**config.mk**
```make
export PLATFORM = sky130hd
export DESIGN_NAME = bus_window_ctrl
export DESIGN_NICKNAME = d
export VERILOG_FILES = /design/src/rtl/lcr_pkg.sv /design/src/rtl/lcr_rst_sync.sv /design/src/rtl/lcr_ctrl_reg.sv /design/src/rtl/lcr_strap_read.sv /design/src/rtl/lcr_window.sv /design/src/rtl/bus_window_ctrl.sv
export SDC_FILE = /design/constraint.sdc
export NUM_CORES = 1
export LEC_CHECK = 0
export BUFFER_PORTS_ARGS = -buffer_cell sky130_fd_sc_hd__clkbuf_2
export CORE_MARGIN = 2
export CORE_UTILIZATION = 37
export DETAILED_ROUTE_END_ITERATION = 6
export GPL_ROUTABILITY_DRIVEN = 0
export PLACE_DENSITY = 0.71
export SYNTH_ARGS = -nofsm -noshare
export SYNTH_HDL_FRONTEND = slang
export SYNTH_HIERARCHICAL = 1
export SYNTH_SLANG_ARGS = --single-unit
```
**constraint.sdc**
```tcl
create_clock -name clk -period 1.89 [get_ports clk]
set_input_delay 0.2835 -clock clk [delete_from_list [all_inputs] [get_ports clk]]
set_output_delay 0.2835 -clock clk [all_outputs]
set_load 0.01 [all_outputs]
```
**src/rtl/lcr_pkg.sv**
```systemverilog
package lcr_pkg;
  localparam int LCR_W       = 32;
  localparam int ADDR_W      = 32;
  localparam int LED_W       = 16;
  localparam int UPPER_W     = 11;
  localparam int ASIZE_W     = 2;
  localparam int SOCK_N      = 6;
  localparam int SOCK_CODE_W = 2;
  localparam int STRAP_W     = SOCK_N * SOCK_CODE_W;
  localparam int LOW_W       = ADDR_W - UPPER_W;

  // Field placement inside the written word (the positions carry meaning)
  localparam int IRST_BIT  = LED_W;
  localparam int QUAL_BIT  = LED_W + 1;
  localparam int UPPER_LSB = LED_W + 2;
  localparam int ASIZE_LSB = UPPER_LSB + UPPER_W;
  localparam int WIDE_BIT  = ASIZE_LSB + ASIZE_W;

  typedef struct packed {
    logic [UPPER_W-1:0] upper;
    logic [ASIZE_W-1:0] asize;
    logic               wide;
  } bp_attr_t;

  localparam bp_attr_t ATTR_RST = '{upper: '1, asize: '1, wide: 1'b1};
endpackage

```
**src/rtl/lcr_rst_sync.sv**
```systemverilog
module lcr_rst_sync #(
  parameter int STAGES = 2
) (
  input  logic clk,
  input  logic arst_n,
  output logic rst_n_o
);
  logic [STAGES-1:0] chain_q;
  logic [STAGES-1:0] chain_d;

  always_comb begin
    chain_d = {chain_q[STAGES-2:0], 1'b1};
  end

  always_ff @(posedge clk or negedge arst_n) begin
    if (!arst_n) begin
      chain_q <= '0;
    end else begin
      chain_q <= chain_d;
    end
  end

  assign rst_n_o = chain_q[STAGES-1];
endmodule

```
**src/rtl/lcr_ctrl_reg.sv**
```systemverilog
module lcr_ctrl_reg
  import lcr_pkg::*;
(
  input  logic             clk,
  input  logic             rst_n,
  input  logic             wr_en,
  input  logic [LCR_W-1:0] wdata,
  output logic [LED_W-1:0] led_n,
  output logic             irst_n,
  output logic             qual_n,
  output bp_attr_t         attr
);
  logic [LED_W-1:0] led_q, led_d;
  logic             irst_q, irst_d;
  logic             qual_q, qual_d;
  bp_attr_t         attr_q, attr_d;
  logic             w_irst, w_qual;

  assign w_irst = wdata[IRST_BIT];
  assign w_qual = wdata[QUAL_BIT];

  // Next state: plain fields load directly, reset controls are staged
  always_comb begin
    led_d        = wdata[LED_W-1:0];
    attr_d.upper = wdata[UPPER_LSB +: UPPER_W];
    attr_d.asize = wdata[ASIZE_LSB +: ASIZE_W];
    attr_d.wide  = wdata[WIDE_BIT];
    // Release of the internal reset waits for the qualifier to be released
    irst_d       = w_irst & qual_q;
    // Qualifier asserts only while internal reset is held before and after
    qual_d       = w_qual | irst_q | w_irst;
  end

  always_ff @(posedge clk or negedge rst_n) begin
    if (!rst_n) begin
      led_q  <= '1;
      irst_q <= 1'b1;
      qual_q <= 1'b1;
      attr_q <= ATTR_RST;
    end else if (wr_en) begin
      led_q  <= led_d;
      irst_q <= irst_d;
      qual_q <= qual_d;
      attr_q <= attr_d;
    end
  end

  assign led_n  = led_q;
  assign irst_n = irst_q;
  assign qual_n = qual_q;
  assign attr   = attr_q;

  assert_qual_needs_irst_R5: assert property (@(posedge clk) disable iff (!rst_n)
    $fell(qual_q) |-> !$past(irst_q));

  assert_no_joint_release_R6: assert property (@(posedge clk) disable iff (!rst_n)
    $rose(irst_q) |-> $past(qual_q));

  assert_qual_inside_irst_R5: assert property (@(posedge clk) disable iff (!rst_n)
    !qual_q |-> !irst_q);
endmodule

```
**src/rtl/lcr_strap_read.sv**
```systemverilog
module lcr_strap_read
  import lcr_pkg::*;
(
  input  logic               rd_en,
  input  logic [STRAP_W-1:0] strap,
  output logic [LCR_W-1:0]   rdata
);
  for (genvar s = 0; s < SOCK_N; s++) begin : g_sock
    assign rdata[s*SOCK_CODE_W +: SOCK_CODE_W] =
      rd_en ? strap[s*SOCK_CODE_W +: SOCK_CODE_W] : '0;
  end

  assign rdata[LCR_W-1:STRAP_W] = '0;
endmodule

```
**src/rtl/lcr_window.sv**
```systemverilog
module lcr_window
  import lcr_pkg::*;
#(
  parameter logic [ADDR_W-1:0] WIN_BASE = 32'h00E0_0000
) (
  input  logic               clk,
  input  logic               rst_n,
  input  bp_attr_t           attr_live,
  input  logic               loc_req,
  input  logic [ADDR_W-1:0]  loc_addr,
  output logic               bp_valid,
  output logic [ADDR_W-1:0]  bp_addr,
  output logic [ASIZE_W-1:0] bp_asize,
  output logic               bp_wide
);
  logic     hit;
  logic     active_q, active_d;
  logic     snap_en;
  bp_attr_t snap_q, snap_d;
  bp_attr_t attr_sel;

  assign hit = (loc_addr[ADDR_W-1:LOW_W] == WIN_BASE[ADDR_W-1:LOW_W]);

  always_comb begin
    bp_valid = loc_req & hit;
    active_d = bp_valid;
    snap_en  = bp_valid & ~active_q;
    snap_d   = attr_live;
    attr_sel = active_q ? snap_q : attr_live;
  end

  always_ff @(posedge clk or negedge rst_n) begin
    if (!rst_n) begin
      active_q <= 1'b0;
    end else begin
      active_q <= active_d;
    end
  end

  always_ff @(posedge clk or negedge rst_n) begin
    if (!rst_n) begin
      snap_q <= ATTR_RST;
    end else if (snap_en) begin
      snap_q <= snap_d;
    end
  end

  assign bp_addr  = {attr_sel.upper, loc_addr[LOW_W-1:0]};
  assign bp_asize = attr_sel.asize;
  assign bp_wide  = attr_sel.wide;

  assert_hold_upper_R10: assert property (@(posedge clk) disable iff (!rst_n)
    (bp_valid && $past(bp_valid)) |->
      ($stable(bp_addr[ADDR_W-1:LOW_W]) && $stable(bp_asize) && $stable(bp_wide)));

  assert_miss_quiet_R9: assert property (@(posedge clk) disable iff (!rst_n)
    !loc_req |-> !bp_valid);
endmodule

```
**src/rtl/bus_window_ctrl.sv**
```systemverilog
module bus_window_ctrl
  import lcr_pkg::*;
#(
  parameter logic [31:0] WIN_BASE    = 32'h00E0_0000,
  parameter int          SYNC_STAGES = 2
) (
  input  logic        clk,
  input  logic        arst_n,
  input  logic        reg_sel,
  input  logic        reg_we,
  input  logic [3:0]  reg_be,
  input  logic [31:0] reg_wdata,
  output logic [31:0] reg_rdata,
  input  logic [11:0] size_strap,
  input  logic        loc_req,
  input  logic [31:0] loc_addr,
  output logic        bp_valid,
  output logic [31:0] bp_addr,
  output logic [1:0]  bp_asize,
  output logic        bp_wide,
  output logic [15:0] led_n,
  output logic        ctl_irst_n,
  output logic        ctl_qual_n
);
  logic     rst_sn;
  logic     wr_en;
  logic     rd_en;
  bp_attr_t attr_live;

  assign wr_en = reg_sel & reg_we & (&reg_be);
  assign rd_en = reg_sel & ~reg_we;

  lcr_rst_sync #(.STAGES(SYNC_STAGES)) i_rst_sync (
    .clk     (clk),
    .arst_n  (arst_n),
    .rst_n_o (rst_sn)
  );

  lcr_ctrl_reg i_ctrl (
    .clk    (clk),
    .rst_n  (rst_sn),
    .wr_en  (wr_en),
    .wdata  (reg_wdata),
    .led_n  (led_n),
    .irst_n (ctl_irst_n),
    .qual_n (ctl_qual_n),
    .attr   (attr_live)
  );

  lcr_strap_read i_read (
    .rd_en (rd_en),
    .strap (size_strap),
    .rdata (reg_rdata)
  );

  lcr_window #(.WIN_BASE(WIN_BASE)) i_win (
    .clk       (clk),
    .rst_n     (rst_sn),
    .attr_live (attr_live),
    .loc_req   (loc_req),
    .loc_addr  (loc_addr),
    .bp_valid  (bp_valid),
    .bp_addr   (bp_addr),
    .bp_asize  (bp_asize),
    .bp_wide   (bp_wide)
  );

  assert_partial_write_ignored_R3: assert property (@(posedge clk) disable iff (!rst_sn)
    (reg_sel && reg_we && reg_be != 4'hF) |=>
      ($stable(led_n) && $stable(ctl_irst_n) && $stable(ctl_qual_n)));

  assert_read_high_zero_R8: assert property (@(posedge clk) disable iff (!rst_sn)
    reg_rdata[31:12] == 20'h0);
endmodule

```
==> flow_metrics.tcl, run 1 <==
set metrics [dict create \
    status "complete, no violations" \
    critical_path.max_stage_delay_ns 0.56 \
    critPathLaunchType "flip-flop" \
    vdd_drop_max_mv 0.233 \
    cap_violations 0 \
    fin_skew_ns 0.00711 \
    post_synth.cell_area_avg_sq_um 14.5 \
    final_hold_viol_count 0 \
    cp_slowest_cell "dfrtp_1" \
    multi_input_area_sq_um 1060 \
    endpoint_kind "output port" \
    ctsRootBufferMaster "clkbuf_8" \
    numCtsBuffers 5 \
    die_x_microns 89.3 \
    ys_seq_elements 49 \
    vias_per_cell 4.19 \
    antenna_left 0 \
    die_area_sq_um 7980 \
    dp.cells 367 \
    antenna_found_initial 0 \
    regArea_sq_um 1280 \
    ys_types 25 \
    firstDrtPassIters 2 \
    grt_usage 0.126 \
    path_cells "buf_12 -> mux2_2 -> clkbuf_2" \
    htree_levels 2 \
    relSlewSlack 0.636 \
    nFillCells 699 \
    io_buffers 108 \
    cts_sinks 49 \
    synth_area_leaders "dfstp_2 (45%), mux2_4 (20%), buf_4 (11%)" \
    post_drt_wl_per_cell_microns 13.6 \
    postSynthCellCount 186 \
    grt_max_degree 35 \
    fin_crit_sh 0.956 \
    grt_first_pass_wirelength_mm 7.75 \
    path_class "flip-flop to output port" \
    cellLeakagePower_nw 1.54 \
    cts_resized 0 \
    max_freq_ghz 0.553 \
    die_h_microns 89.3 \
    area_delta_synth_final_pct 18.3 \
    setup_viol 0 \
    core-area_sq_um 7140 \
    rsz0062_at_grt "no" \
    routed_wirelength_mm 5.10 \
    min_period_ns 1.81 \
    cts_tree "yes" \
    fin_ws_ns 0.0826 \
    start_util 0.378 \
    drv_slew 0 \
    ys_seq_area_frac 0.476 \
    hp-class "input pin to flip-flop" \
    path_max_fanout 9 \
    remaining_drc_errors 0 \
    instances_no_fill 376 \
    row_count 31 \
    cp.required_ns 1.61 \
    ios 171 \
    dp_hpwl_mm 3.85 \
    vias 1577 \
    tightest_slew_ns 0.546 \
    power.density_nw_per_um2 815 \
    drive_gt1_frac 0.863 \
    setup_tns_ns 0 \
    synth_area_leader_cell "dfstp_2" \
    drtIter0Drc 34 \
    nNetsFinal 361 \
    cts_setup_buffers 0 \
    netlist.area_leader.share 0.448 \
    worstSkewPairLatency_ns 0.30 \
    antenna_cells 0 \
    grt_pass1_vias 1573 \
    post-place-ws_ns 0.336 \
    clk_path_buf_depth 2 \
    clk_pin_slew_ns 0.09 \
    grt_overflow 0 \
    critPathArrivalTime_ns 1.52 \
    ys.warnings.count 6 \
    synth_area_sq_um 2700 \
]
## Yosys cell counts
library cell  instances
nor2_1                2
nor4bb_1              1
buf_12                3
buf_4                41
nand3_1               1
buf_6                 4
o21ai_0               1
dfrtp_1               3
and4b_1               1
nor3_1                1
mux2_4               36
a21oi_1               1
buf_2                 1
nor4b_2               2
nand4_1               1
and2_2                8
mux2_2               22
dfstp_2              46
and2b_2               1
inv_1                 1
conb_1                2
clkbuf_2              1
and3_2                1
nand2_1               1
and2_1                4
## logic make-up (layout without fill, tap and decap cells)
kind of cell | count (synthesis) | count (layout) | synth area share
compound gates | 2 | 2 | 0.00371
mux | 58 | 58 | 0.292
simple gates | 24 | 24 | 0.0664
flops | 49 | 49 | 0.476
other cells | 2 | 21 | 0.00279
buf+inv | 51 | 123 | 0.158
## stage by stage
stage                     utilization  power (W)  hold WS, ns  cell area [sq um]
after floorplan                     -    0.00183      -0.0121               2770
after global placement          0.433    0.00201       0.0721               3090
after detailed placement        0.433    0.00202       0.0738               3090
after CTS                       0.447    0.00265        0.196               3190
after global routing            0.447    0.00276        0.193               3190
final                           0.447    0.00260        0.207               3190
## worst paths after layout
path | cells past startpoint | from | end | slack (ns)
worst max register to register | 3 | i_win/active_q | i_win/snap_q[7] | 0.46
worst max-delay path | 3 | i_win/active_q | bp_addr[30] | 0.08
worst min-delay path | 3 | reg_wdata[16] | i_ctrl/irst_n | 0.21
min in group asynchronous | 2 | arst_n | i_rst_sync/chain_q[1] | 0.29
max in group asynchronous | 1 | i_rst_sync/chain_q[1] | i_ctrl/led_n[8] | 1.02
worst min register to register | 0 | i_rst_sync/chain_q[0] | i_rst_sync/chain_q[1] | 0.36
## timing repair
| action | CTS | global route |
|---|---|---|
| endpoints found under the setup margin | 0 | 0 |
| hold endpoints to repair | 2 | 0 |
| hold buffers | 1 | 0 |
## placed cells by master (no fill, tap or decap), drive strengths merged
cell / count
clkbuf: 113
mux2: 58
dfstp: 46
conb: 21
and2: 12
buf: 5
dfrtp: 3
clkinv: 2
nor4b: 2
nor2: 2
nand2: 1
nand4: 1
and2b: 1
clkinvlp: 1
dlygate4sd3: 1
inv: 1
nand3: 1
o21ai: 1
nor3: 1
a21oi: 1
nor4bb: 1
and3: 1
and4b: 1
## critical path: cells and delay by family, from the launching register on
family,cells,cell delay (ns)
muxes,1,0.35
DFF,1,0.56
buffers and inverters,2,0.31
## per-layer routing
metal | vias up | track usage | share of wire
met5 | - | 0 | 0
met3 | 6 | 0.0406 | 0.068
met1 | 777 | 0.156 | 0.43
met2 | 54 | 0.206 | 0.49
li1 | 740 | - | -
met4 | 0 | 0.0475 | 0.012
## layout make-up
| class | instances | share of cell area |
|---|---|---|
| Sequential cell | 49 | 0.403 |
| Multi-Input combinational cell | 105 | 0.334 |
| Timing Repair Buffer | 114 | 0.196 |
| Tap cell | 99 | 0.0389 |
| Clock buffer | 5 | 0.0216 |
| Clock inverter | 3 | 0.00549 |
| Inverter | 1 | 0.00118 |
## flip-flops by register name (all words and copies together) (netlist names)
signal,flops
i_ctrl/led_n,16
i_ctrl/attr,14
i_win/snap_q,14
i_rst_sync/chain_q,2
i_ctrl/irst_n,1
i_ctrl/qual_n,1
i_win/active_q,1
## power by group
group,switching [W],internal [W]
combinational,0.000249,0.000357
clock,0.000344,0.000256
sequential,0.000103,0.00129
Note: power is estimated with default switching activity, not from simulation.
==> run 2, diff against run 1 <==
MAX_ROUTING_LAYER = met4   (was default)
==> run 2 against run 1 <==
Net effect: routed wire length did not move; setup slack improved by 0.0024 ns; cell area did not move; sequential cell count did not move; largest cell class unchanged.
==> flow_metrics.tcl, run 2 (synthesis results as in run 1) <==
set metrics [dict create \
    drv_slew 0 \
    clk_pin_slew_ns 0.09 \
    clk_path_buf_depth 2 \
    timing.rr.end "i_win/snap_q[7]" \
    antenna_left 0 \
    vias_per_cell 4.19 \
    remaining_drc_errors 0 \
    status "complete, no violations" \
    io_buffers 108 \
    area_delta_synth_final_pct 18.3 \
    grt_pass1_vias 1571 \
    cts_sinks 49 \
    numCtsBuffers 5 \
    cts_tree "yes" \
    nFillCells 699 \
    layout_common_cells "clkbuf_2 (108), dfstp_2 (46), mux2_4 (36), mux2_2 (22), conb_1 (21)" \
    hold_end "i_ctrl/irst_n" \
    min_path_cells 3 \
    fin_skew_ns 0.00665 \
    start_util 0.378 \
    power_w 0.00260 \
    path_cells "buf_12 -> mux2_2 -> clkbuf_2" \
    critPathLaunchType "flip-flop" \
    path_class "flip-flop to output port" \
    critical_path.max_stage_delay_ns 0.56 \
    vias 1575 \
    dp_hpwl_mm 3.85 \
    row_count 31 \
    ctsRootBufferMaster "clkbuf_8" \
    fin_crit_sh 0.955 \
    core-area_sq_um 7140 \
    critPathTopFamily "flip-flops" \
    grt_usage 0.130 \
    rrSetupSlack_ns 0.46 \
    cap_violations 0 \
    hp-start "reg_wdata[16]" \
    nNetsFinal 361 \
    drive_gt1_frac 0.863 \
    grt_first_pass_wirelength_mm 7.75 \
    grt_max_degree 35 \
    power.density_nw_per_um2 815 \
    timing.rr.start "i_win/active_q" \
    cp_num_buf_inv 2 \
    largest_register_ffs 16 \
    critPathArrivalTime_ns 1.52 \
    final_hold_viol_count 0 \
    die_x_microns 89.3 \
    cts_resized 0 \
    routed_wirelength_mm 5.10 \
    die_area_sq_um 7980 \
    grt_overflow 0 \
    setup_tns_ns 0 \
    antenna_cells 0 \
    die_h_microns 89.3 \
    min_period_ns 1.81 \
    post_drt_wl_per_cell_microns 13.6 \
    cellLeakagePower_nw 1.54 \
    setup_viol 0 \
    mostFrequentLayoutCell "clkbuf_2" \
    reg2reg_depth 3 \
    worstSkewPairLatency_ns 0.29 \
    antenna_found_initial 0 \
    endpoint_kind "output port" \
    tightest_slew_ns 0.537 \
    drtIter0Drc 38 \
    ios 171 \
    cp.required_ns 1.61 \
    vdd_drop_max_mv 0.233 \
    relSlewSlack 0.642 \
    htree_levels 2 \
    hp-class "input pin to flip-flop" \
    rsz0062_at_grt "no" \
    max_freq_ghz 0.554 \
    cp_slowest_cell "dfrtp_1" \
    firstDrtPassIters 2 \
    path_max_fanout 9 \
]
## run 2: cell counts in the layout (fill, tap and decap cells not counted)
Identical to the previous run, type by type.
## run 2: metal layers
| layer | global-route usage | part of all wire |
|---|---|---|
| met5 | - | 0 |
| met4 | 0.0475 | 0.012 |
| met3 | 0.0332 | 0.056 |
| met2 | 0.206 | 0.49 |
| met1 | 0.160 | 0.44 |
## run 2: report_power, final
part	leakage, nW	switching [W]	total (W)	internal, W
Combinational	0.981	0.000249	0.000607	0.000357
Clock	0.0439	0.000344	0.000600	0.000256
Sequential	0.515	0.000103	0.00139	0.00129
## run 2: area by class of cell
cell class / count / area (sq um) / share of cell area
timing repair buffer: 114 / 626 / 0.196
sequential: 49 / 1280 / 0.403
tap: 99 / 124 / 0.0389
multi-input combinational: 105 / 1060 / 0.334
clock inverter: 3 / 17.5 / 0.00549
clock buffer: 5 / 68.8 / 0.0216
inverter: 1 / 3.75 / 0.00118
## run 2: tightest hold or removal path, stage by stage
cell      delay (ns)
clkbuf_2        0.09
nand3_1         0.07
o21ai_0         0.07
## run 2: worst max-delay path by stage
stage                     slack, ns      startpoint                to  cells past startpoint
after CTS                      0.04  i_win/active_q       bp_addr[30]                      3
after global placement         0.31    loc_addr[24]   i_win/snap_q[7]                      5
after floorplan                0.48    loc_addr[24]  i_win/snap_q[10]                      5
final                          0.08  i_win/active_q       bp_addr[30]                      3
after detailed placement       0.34    loc_addr[24]   i_win/snap_q[3]                      5
after global routing           0.01  i_win/active_q       bp_addr[27]                      3
## run 2: stage by stage
step           setup WS, ns   util  hold slack (ns)  area, sq um  std cells
2_1_floorplan         0.482      -          -0.0121         2770        205
3_3_place_gp          0.309  0.433           0.0721         3090        367
3_5_place_dp          0.336  0.433           0.0738         3090        367
4_1_cts              0.0401  0.447            0.196         3190        376
5_1_grt             0.00984  0.447            0.192         3190        376
6_report             0.0850  0.447            0.207         3190        376
## run 2: repair_timing
action                    CTS  global route
hold endpoints to repair    2             0
setup buffers               0             0
hold buffers                1             0
==> run 3, diff against run 2 <==
clock period = 1.9 ns   (was 1.89 ns; I/O delays follow)
==> run 3 against run 2 <==
Net effect: sequential cell count is the same; via count fell by 0.32%; cell area increased by 0.78%; die area unchanged; sequential power hardly changed; non-clock buffer count stayed put; global-route usage is 0.23 points lower; core utilization up 0.35 points; combinational power is 0.8% lower; power up 4.7%; highest routed layer unchanged; clock power rose by 23%; count of clock-buffer cells in the layout grew 1.
==> flow_metrics.tcl, run 3 (synthesis results as in run 1) <==
set metrics [dict create \
    critPathTopFamily "flip-flops" \
    start_util 0.378 \
    status "complete, no violations" \
    drtIter0Drc 41 \
    ios 171 \
    routed_wirelength_mm 4.98 \
    grt_max_degree 35 \
    io_buffers 108 \
    cts_hold_buf 1 \
    critPathLaunchType "flip-flop" \
    row_count 31 \
    grt_first_pass_wirelength_mm 7.55 \
    max_freq_ghz 0.553 \
    antenna_found_initial 0 \
    drv_slew 0 \
    grt-busiest-layer "met2" \
    rsz0062_at_grt "no" \
    nNetsFinal 361 \
    drive_gt1_frac 0.859 \
    timing.rr.start "i_win/active_q" \
    p_clk_frac 0.270 \
    grt_pass1_vias 1541 \
    rrSetupSlack_ns 0.47 \
    layout_common_cells "clkbuf_2 (108), dfstp_2 (46), mux2_4 (36), mux2_2 (22), conb_1 (21)" \
    p_seq_frac 0.508 \
    antenna_left 0 \
    cp_slowest_cell "dfrtp_1" \
    met1_usage 0.157 \
    cts_setup_buffers 0 \
    post_drt_wl_per_cell_microns 13.2 \
    core-area_sq_um 7140 \
    grt_overflow 0 \
    path_max_fanout 9 \
    clk_pin_slew_ns 0.09 \
    critPathArrivalTime_ns 1.52 \
    remaining_drc_errors 0 \
    mostFrequentLayoutCell "clkbuf_2" \
    cts_sinks 49 \
    power.density_nw_per_um2 847 \
    htree_levels 2 \
    grt_use_met2 0.196 \
    fin_skew_ns 0.0113 \
    cap_violations 0 \
    vdd_drop_max_mv 0.291 \
    path_cells "buf_12 -> mux2_2 -> clkbuf_2" \
    cp.required_ns 1.62 \
    vias 1570 \
    setup_viol 0 \
    vias_per_cell 4.18 \
    internal-power_w 0.00203 \
    power_w 0.00272 \
    cts_resized 0 \
    cp_num_buf_inv 2 \
    final_util 0.450 \
    dpl_cell_area_sq_um 3090 \
    clk_path_buf_depth 2 \
    p_sw_frac 0.253 \
    design_area_sq_um 3210 \
    switchingPower_w 0.000688 \
    hold_end "i_ctrl/attr[8]" \
    hp-start "reg_wdata[23]" \
    met3_usage 0.0397 \
    ctsRootBufferMaster "clkbuf_8" \
    worstSkewPairLatency_ns 0.30 \
    final_hold_viol_count 0 \
    die_area_sq_um 7980 \
    dp_hpwl_mm 3.74 \
    min_path_cells 2 \
    relSlewSlack 0.634 \
    largest_register_ffs 16 \
    fin_crit_sh 0.951 \
    critical_path.max_stage_delay_ns 0.56 \
    firstDrtPassIters 3 \
    cellLeakagePower_nw 1.55 \
    min_period_ns 1.81 \
    endpoint_kind "output port" \
    hp-class "input pin to flip-flop" \
    die_x_microns 89.3 \
    tightest_slew_ns 0.548 \
    worst-path-stages 3 \
    setup_tns_ns 0 \
    cts_tree "yes" \
    die_h_microns 89.3 \
    area_delta_synth_final_pct 19.2 \
    path_class "flip-flop to output port" \
    numCtsBuffers 5 \
    timing.rr.end "i_win/snap_q[11]" \
    antenna_cells 0 \
    reg2reg_depth 3 \
    power_frac_comb 0.221 \
    grt_usage 0.128 \
]
run 3: per-layer routing:
layer | part of all wire | vias to the layer above
met5 | 0 | -
met3 | 0.066 | 10
met2 | 0.47 | 55
met1 | 0.44 | 764
li1 | - | 741
met4 | 0.020 | 0
run 3: layout make-up:
cell class | instances | area, sq um
clock inverter | 2 | 38.8
fill | 694 | 3920
inverter | 1 | 3.75
tap | 99 | 124
multi-input combinational | 105 | 1060
sequential | 49 | 1280
timing repair buffer | 114 | 626
clock buffer | 6 | 72.6
run 3: metrics by stage:
step | instances | hold WS (ns) | setup WS (ns)
after global placement | 367 | 0.0736 | 0.318
after floorplan | 205 | -0.0106 | 0.490
final | 376 | 0.206 | 0.0928
after global routing | 376 | 0.184 | 0.00590
after CTS | 376 | 0.192 | 0.0563
after detailed placement | 367 | 0.0766 | 0.341
run 3: worst max path at each step:
stage | slack, ns | end | start
6_report | 0.09 | bp_addr[30] | i_win/active_q
5_1_grt | 0.006 | bp_addr[27] | i_win/active_q
4_1_cts | 0.06 | bp_addr[30] | i_win/active_q
3_5_place_dp | 0.34 | i_win/snap_q[1] | loc_addr[26]
3_3_place_gp | 0.32 | i_win/snap_q[7] | loc_addr[24]
2_1_floorplan | 0.49 | i_win/snap_q[10] | loc_addr[24]
run 3: power groups by stage:
stage / sequential (W) / combinational (W) / clock (W)
2_1_floorplan: 0.00142 / 0.000397 / 0
3_3_place_gp: 0.00140 / 0.000600 / 0
3_5_place_dp: 0.00140 / 0.000609 / 0
4_1_cts: 0.00139 / 0.000616 / 0.000778
5_1_grt: 0.00141 / 0.000657 / 0.000818
6_report: 0.00138 / 0.000602 / 0.000736
